`config.mk`:
```
export PLATFORM = sky130hd
export DESIGN_NAME = wap_word_addr
export DESIGN_NICKNAME = d
export VERILOG_FILES = /design/src/rtl/wap_pkg.sv /design/src/rtl/wap_addr_ctr.sv /design/src/rtl/wap_page_buf.sv /design/src/rtl/wap_word_addr.sv
export SDC_FILE = /design/constraint.sdc
export NUM_CORES = 1
export LEC_CHECK = 0
export ABC_AREA = 1
export BUFFER_PORTS_ARGS = -buffer_cell sky130_fd_sc_hd__buf_2
export CAP_MARGIN = 20
export CORE_UTILIZATION = 50
export DETAILED_ROUTE_END_ITERATION = 6
export PLACE_DENSITY = 0.75
export RECOVER_POWER = 100
export SETUP_SLACK_MARGIN = 0.05
export SYNTH_ARGS = -nofsm -noshare
export SYNTH_HDL_FRONTEND = slang
export SYNTH_SLANG_ARGS = --single-unit
```
`constraint.sdc`:
```
create_clock -name clk -period 1.43 [get_ports clk]
set_input_delay 0.286 -clock clk [delete_from_list [all_inputs] [get_ports clk]]
set_output_delay 0.286 -clock clk [all_outputs]
set_load 0.05 [all_outputs]
```
`src/rtl/wap_pkg.sv`:
```
package wap_pkg;

    localparam int BYTE_W = 8;

    typedef enum logic [1:0] {
        STEP_HOLD,
        STEP_PAGE,
        STEP_FULL
    } step_e;

    typedef struct packed {
        logic hi;
        logic lo;
    } load_t;

    // write traffic outranks read traffic
    function automatic step_e pick_step(input logic wr, input logic rd);
        if (wr)
            return STEP_PAGE;
        if (rd)
            return STEP_FULL;
        return STEP_HOLD;
    endfunction

endpackage

```
`src/rtl/wap_addr_ctr.sv`:
```
module wap_addr_ctr
    import wap_pkg::*;
#(
    parameter int ADDR_W = 9,
    parameter int PAGE_W = 4
) (
    input  logic                     clk,
    input  logic                     rst,
    input  step_e                    step,
    input  load_t                    load,
    input  logic [ADDR_W-BYTE_W-1:0] hi_val,
    input  logic [BYTE_W-1:0]        lo_val,
    output logic [ADDR_W-1:0]        addr
);
    localparam int HI_W = ADDR_W - BYTE_W;

    logic [ADDR_W-1:0] addr_q;
    logic [ADDR_W-1:0] addr_n;

    always_comb begin
        addr_n = addr_q;
        unique case (step)
            STEP_PAGE: addr_n[PAGE_W-1:0] = addr_q[PAGE_W-1:0] + 1'b1;
            STEP_FULL: addr_n = addr_q + 1'b1;
            default:   addr_n = addr_q;
        endcase
        if (load.hi)
            addr_n[ADDR_W-1:BYTE_W] = hi_val[HI_W-1:0];
        if (load.lo)
            addr_n[BYTE_W-1:0] = lo_val;
    end

    always_ff @(posedge clk) begin
        if (rst)
            addr_q <= '0;
        else
            addr_q <= addr_n;
    end

    assign addr = addr_q;

endmodule

```
`src/rtl/wap_page_buf.sv`:
```
module wap_page_buf
    import wap_pkg::*;
#(
    parameter int PAGE_W = 4,
    parameter int ROW_W  = 5
) (
    input  logic                       clk,
    input  logic                       rst,
    input  logic                       wr_en,
    input  logic [PAGE_W-1:0]          wr_idx,
    input  logic [ROW_W-1:0]           wr_row,
    input  logic [BYTE_W-1:0]          wr_data,
    input  logic                       commit,
    output logic                       cm_valid,
    output logic [ROW_W-1:0]           cm_row,
    output logic [(1<<PAGE_W)-1:0]     cm_mask,
    output logic [(1<<PAGE_W)*BYTE_W-1:0] cm_data
);
    localparam int NB = 1 << PAGE_W;

    logic [NB-1:0]              mask_q;
    logic [NB-1:0]              mask_n;
    logic [ROW_W-1:0]           row_q;
    logic [NB-1:0][BYTE_W-1:0]  snap;

    for (genvar i = 0; i < NB; i++) begin : g_slot
        logic [BYTE_W-1:0] byte_q;
        always_ff @(posedge clk) begin
            if (wr_en && wr_idx == PAGE_W'(i))
                byte_q <= wr_data;
        end
        assign snap[i] = mask_q[i] ? byte_q : '0;
    end

    // clear first, then set: a byte arriving with commit opens the next page
    always_comb begin
        mask_n = commit ? '0 : mask_q;
        if (wr_en)
            mask_n[wr_idx] = 1'b1;
    end

    always_ff @(posedge clk) begin
        if (rst) begin
            mask_q   <= '0;
            row_q    <= '0;
            cm_valid <= 1'b0;
            cm_row   <= '0;
            cm_mask  <= '0;
            cm_data  <= '0;
        end else begin
            mask_q   <= mask_n;
            cm_valid <= commit;
            if (wr_en)
                row_q <= wr_row;
            if (commit) begin
                cm_row  <= row_q;
                cm_mask <= mask_q;
                cm_data <= snap;
            end
        end
    end

endmodule

```
`src/rtl/wap_word_addr.sv`:
```
module wap_word_addr
    import wap_pkg::*;
#(
    parameter int ADDR_W = 9,
    parameter int PAGE_W = 4
) (
    input  logic                                clk,
    input  logic                                rst,
    input  logic                                dev_ld,
    input  logic [ADDR_W-8-1:0]                 dev_hi,
    input  logic                                word_ld,
    input  logic [7:0]                          word_lo,
    input  logic                                wr_stb,
    input  logic [7:0]                          wr_data,
    input  logic                                rd_stb,
    input  logic                                commit,
    output logic [ADDR_W-1:0]                   cur_addr,
    output logic                                cm_valid,
    output logic [ADDR_W-PAGE_W-1:0]            cm_row,
    output logic [(1<<PAGE_W)-1:0]              cm_mask,
    output logic [(1<<PAGE_W)*8-1:0]            cm_data
);
    localparam int ROW_W = ADDR_W - PAGE_W;

    step_e             step;
    load_t             load;
    logic [ADDR_W-1:0] addr;

    assign step    = pick_step(wr_stb, rd_stb);
    assign load.hi = dev_ld;
    assign load.lo = word_ld;

    wap_addr_ctr #(.ADDR_W(ADDR_W), .PAGE_W(PAGE_W)) u_ctr (
        .clk    (clk),
        .rst    (rst),
        .step   (step),
        .load   (load),
        .hi_val (dev_hi),
        .lo_val (word_lo),
        .addr   (addr)
    );

    wap_page_buf #(.PAGE_W(PAGE_W), .ROW_W(ROW_W)) u_buf (
        .clk      (clk),
        .rst      (rst),
        .wr_en    (wr_stb),
        .wr_idx   (addr[PAGE_W-1:0]),
        .wr_row   (addr[ADDR_W-1:PAGE_W]),
        .wr_data  (wr_data),
        .commit   (commit),
        .cm_valid (cm_valid),
        .cm_row   (cm_row),
        .cm_mask  (cm_mask),
        .cm_data  (cm_data)
    );

    assign cur_addr = addr;

endmodule

```
======== Word level (Yosys, flattened, before mapping) ========
Cells that the tools add are included.
word-level totals
  output and inout port bits .............. 159
  register bits after elaboration ......... 308
  bits of input ports ..................... 24
cells by class
  $add $sub $neg .......................... 2
  bitwise gates (word level) .............. 1
  reductions and logical operators ........ 21
  $lt $le $gt $ge ......................... 2
  equal/unequal tests ..................... 17
  multiplexer cells ....................... 31
operators by type and width
  operator                                                                             number
  8-bit 2-to-1 mux                                                                     17
  4-bit equality test, second input constant                                           8
  16-bit 2-to-1 mux                                                                    2
  1-bit logical AND                                                                    17
  4-bit by 3-bit equality test with 1-bit output, second input constant                4
  16-bit OR                                                                            1
  9-bit by 1-bit adder with 9-bit output, second input constant                        1
  4-bit by 2-bit equality test with 1-bit output, second input constant                2
  2-bit 2-to-1 mux                                                                     4
  4-bit one-hot mux with 2 select lines                                                1
  4-bit by 5-bit < comparator with 1-bit output, second input constant                 1
  1-bit 2-to-1 mux                                                                     5
  5-bit 2-to-1 mux                                                                     1
  4-bit by 1-bit adder with 4-bit output, second input constant                        1
  1-bit demux with 4-bit select                                                        1
  4-bit by 1-bit equality test with 1-bit output, second input constant                1
  4-bit by 1-bit greater-or-equal comparator with 1-bit output, second input constant  1
  4-bit zero test                                                                      1
  2-bit nonzero test                                                                   2
  3-bit nonzero test                                                                   1
  2-bit by 1-bit equality test with 1-bit output, second input constant                1
  2-bit equality test, second input constant                                           1

======== Longest topological paths before layout ========
  word-level depth ........................ 7
  mapped depth ............................ 8

======== Cells and area by module ========
Synthesis repeated with hierarchy kept, for this count alone.
second synthesis, totals
  cell total of the unflattened synthesis .. 1004
  area total of the unflattened synthesis .. 10526.3 sq um
modules (own cells, without submodules)
  module         cells an instance  times used  seq. area each (sq um)  area each (sq um)
  wap_page_buf   908                1           7267.0                  9892.0
  wap_addr_ctr   94                 1           180.2                   624.3
  wap_word_addr  2                  1           0.0                     10.0

======== Worst setup path after synthesis ========
OpenSTA, ideal clock, no wires.
  kind .................................... reg-to-reg
  start point ............................. register u_ctr.addr_q[0], in the netlist u_ctr.addr[0]
  end point ............................... register u_buf.g_slot[15].byte_q[0], enable pin
  cell stages (with the launch flop) ...... 4
  required time ........................... 1.056 ns
  period minus slack after synthesis ...... 1.944 ns
  buffers on the path ..................... 0
  slack ................................... -0.514 ns
  data arrival time ....................... 1.570 ns
  cell sequence ........................... dfxtp_1 -> ha_1 -> nand3_1 -> nor2_1
on the way
  cells in the longest elaborated chain, start to end .. 2
RTL lines
  element                   line                text
  start: declaration        wap_addr_ctr.sv:17  logic [ADDR_W-1:0] addr_q;
  start signal: assignment  wap_addr_ctr.sv:37  addr_q <= addr_n;
  4-bit equality test       wap_page_buf.sv:29  if (wr_en && wr_idx == PAGE_W'(i))
  1-bit logical AND         wap_page_buf.sv:29
  end signal: assignment    wap_page_buf.sv:30  byte_q <= wr_data;
  end: declaration          wap_page_buf.sv:27  logic [BYTE_W-1:0] byte_q;
No other way between the ends.
A chain may end at the register's enable or synchronous reset.

======== Worst setup path in the final report ========
  start point ............................. register u_ctr.addr_q[0], in the netlist u_ctr.addr[0]
  end point ............................... output cur_addr[0]
RTL lines
  element           line                 text
  end: declaration  wap_word_addr.sv:17  output logic [ADDR_W-1:0] cur_addr,
No word-level cell between the ends.

==> impl_metrics.toml <==
[routing]
vias_per_cell = 5.418
drtIter0Drc = 561
remaining_drc_errors = 0
ant_nets = 0
wl_per_cell_um = 17.76
drt_wl_total_mm = 25.93
vias = 7911
first_pass_iters = 5

[outcome]
outcome = "finished, violations left"
violations = "negative setup slack"

[layout]
final_common_cell = "nand2_1"
final_cell_area_sq_um = 13420
syn_to_final_growth_pct = 26.19
fin_cells = 1460
diodes = 0
multiInputGateArea_sq_um = 2995
mostFrequentLayoutCells = "185 x nand2_1, 171 x a21oi_1, 138 x nand3_1, 133 x dfxtp_1, 128 x edfxtp_1"
seqCellArea_sq_um = 7523
fin_nets = 1197
fill_cells = 1648
drive_gt1_share_pct = 28.24

[cts]
clock_sinks = 308
cts.path.max_buffers = 3
cts_tree = "built"
path_clk_slew_ps = 60
cts-buffers-inserted = 29
insertion_delay_ps = 530
htree_levels = 1
cts-root-buf = "clkbuf_16"

[logic_synthesis]
synthAdderAreaFrac_pct = 0.5883
synthCells = 996
synth_xor_area_share_pct = 0.08236
synth_top_family_by_area = "simple AND/OR/NAND/NOR gates"
yosysWarnings = 0
synth_nets = 1025
synth-compound-area-share_pct = 9.083
synth_seq_area_share_pct = 70.03
synth_area_sq_um = 10630
synth_mux_area_share_pct = 0.09413
yosysUniqueCellTypes = 23
synth_seq_cells = 308
synth-simple-area-share_pct = 15.54
syn_avg_cell_area_sq_um = 10.68

[worst_hold_path]
hp-start = "word_lo[4]"
min_path_cells = 3
min_path_type = "primary input to flop"
whs_endpoint = "u_ctr.addr[4]$_SDFFE_PP0P_"

[critical_path]
crit_path_start_kind = "flop"
crit_fanout = 5
startpoint = "u_ctr.addr[0]$_SDFFE_PP0P_"
arrival_ps = 1150
path_class = "flop to output port"
reg2reg_slack_ps = 30
required_ps = 1140
rr_worst_depth = 4
critPathCaptureType = "output port"
r2r_start = "u_ctr.addr[1]$_SDFFE_PP0P_"
rr_endpoint = "u_buf.g_slot[8].byte_q[1]$_DFFE_PP_"

[global_routing]
grt.overflow.total = 0
grt_pass1_vias = 7329
grt_pass1_wl_mm = 38.99
grt_max_degree = 87
grt_usage_pct = 22.85
grt_antenna_before_repair = 0

[timing]
fin_tns_setup_ps = -8.364
tightest_slew_ps = 1270
slew_violations = 0
post-route-min-period_ps = 1438
fmax_mhz = 695.2
period_share_pct = 100.6
setup_viol = 1
rsz0062_at_grt = "yes"
skew_ps = 10.63
setup_slack_ps = -8.364
hold_viol_final = 0
slew-limit-headroom_pct = 15.32

[place]
hpwl_mm = 15.08
place.gp.congestion = 0.8354
postPlaceCellArea_sq_um = 11820
port_buffers = 182
dp_cells = 1386

[floorplan]
initial_core_util_pct = 51.72
placementRows = 52
dieArea_sq_um = 21860
chipHeight_um = 147.8
core_sq_um = 20560
ioPinCount = 183
die_w_um = 147.8

[job]
maxCapViolCount = 0

[power_and_ir_drop]
vdd_drop_max_mv = 0.8662
power.density_nw_per_um2 = 1323
leakage_uw = 0.004810
-- what timing repair did --
| action | in CTS | in global routing |
|---|---|---|
| buffers inserted | 3 | 1 |
| gates resized for setup | 255 | 105 |
| pin swaps | 14 | 14 |
| gates cloned | 12 | 4 |
| endpoints found under the hold margin | 4 | 0 |
| hold buffers | 1 | 0 |
| endpoints found under the setup margin | 269 | 206 |
-- power breakdown --
| group | total (uW) | internal (uW) | leakage (uW) | switching, uW |
|---|---|---|---|---|
| Clock | 7360 | 4250 | 0.000462 | 3100 |
| Sequential | 9370 | 9280 | 0.00264 | 95.1 |
| Combinational | 1030 | 254 | 0.00171 | 773 |
-- synthesized netlist by cell type --
cell type	number	share of area [%]
a21oi_1	171	8.0
a21oi_2	1	0.082
a31oi_1	1	0.059
buf_1	1	0.035
buf_2	26	1.2
buf_4	16	1.1
buf_6	2	0.21
clkbuf_1	30	1.1
dfxtp_1	180	34
edfxtp_1	128	36
ha_1	5	0.59
inv_1	21	0.74
inv_2	5	0.18
mux2i_1	1	0.094
nand2_1	190	6.7
nand2_2	2	0.12
nand2_4	2	0.21
nand3_1	139	6.5
nand4_1	1	0.059
nor2_1	54	1.9
o21ai_0	13	0.61
o21ai_1	6	0.28
xor2_1	1	0.082
-- through the flow --
step	setup slack [ps]	power [uW]	hold slack, ps	util [%]
6_report	-8.364	17760	43.44	65.27
3_5_place_dp	-14.05	10460	451.9	57.49
5_1_grt	-31.84	18270	60.40	65.27
4_1_cts	-24.13	17870	20.94	66.01
2_1_floorplan	51.54	10170	384.9	-
3_3_place_gp	51.59	10440	446.8	57.49
-- state kept, by name, summed over array words and instances (netlist names) --
| signal | flops |
|---|---|
| u_ctr.addr | 9 |
| u_buf.cm_valid | 1 |
| u_buf.mask_q | 16 |
| u_buf.g_slot.byte_q | 128 |
| u_buf.cm_data | 128 |
| u_buf.row_q | 5 |
| u_buf.cm_mask | 16 |
| u_buf.cm_row | 5 |
-- worst max path at each step --
stage | depth (start not counted) | slack (ps) | to
CTS | 2 | -20 | cur_addr[0]
global placement | 4 | 50 | u_buf.g_slot[13].byte_q[1]$_DFFE_PP_
global route | 2 | -30 | cur_addr[0]
finish | 2 | -8 | cur_addr[0]
floorplan | 3 | 50 | u_buf.g_slot[15].byte_q[0]$_DFFE_PP_
detailed placement | 4 | -10 | u_buf.g_slot[5].byte_q[6]$_DFFE_PP_
-- critical path: stages, from the launching register on --
cell,delay [ps]
dfxtp_4,360
buf_6,130
buf_8,140
-- logic make-up (layout without fill, tap and decap cells) --
| group | Yosys count | count (layout) |
|---|---|---|
| XOR/XNOR | 1 | 1 |
| multiplexers | 1 | 1 |
| buffers and inverters | 101 | 279 |
| adder cells (fa/ha/maj) | 5 | 5 |
| AND/OR/NAND/NOR | 388 | 404 |
| AO/OA/AOI/OAI | 192 | 192 |
| flip-flops | 308 | 308 |
-- final cells by class --
| type | count | share of cell area (%) |
|---|---|---|
| multi-input cells | 603 | 22.32 |
| flip-flops and latches | 308 | 56.07 |
| repair buffers | 200 | 11.42 |
| clock buffers | 41 | 6.266 |
| well taps | 270 | 2.517 |
| clock inverters | 12 | 0.6247 |
| inverters | 26 | 0.7832 |
-- routing by layer --
| layer | vias up | GRT usage (%) | wire, um |
|---|---|---|---|
| met1 | 3808 | 30.33 | 10750 |
| met3 | 45 | 3.519 | 1696 |
| met5 | - | 0 | 0 |
| met4 | 0 | 7.216 | 627 |
| li1 | 3773 | - | - |
| met2 | 285 | 38.54 | 12850 |
Power figures use the tool's default switching activity.
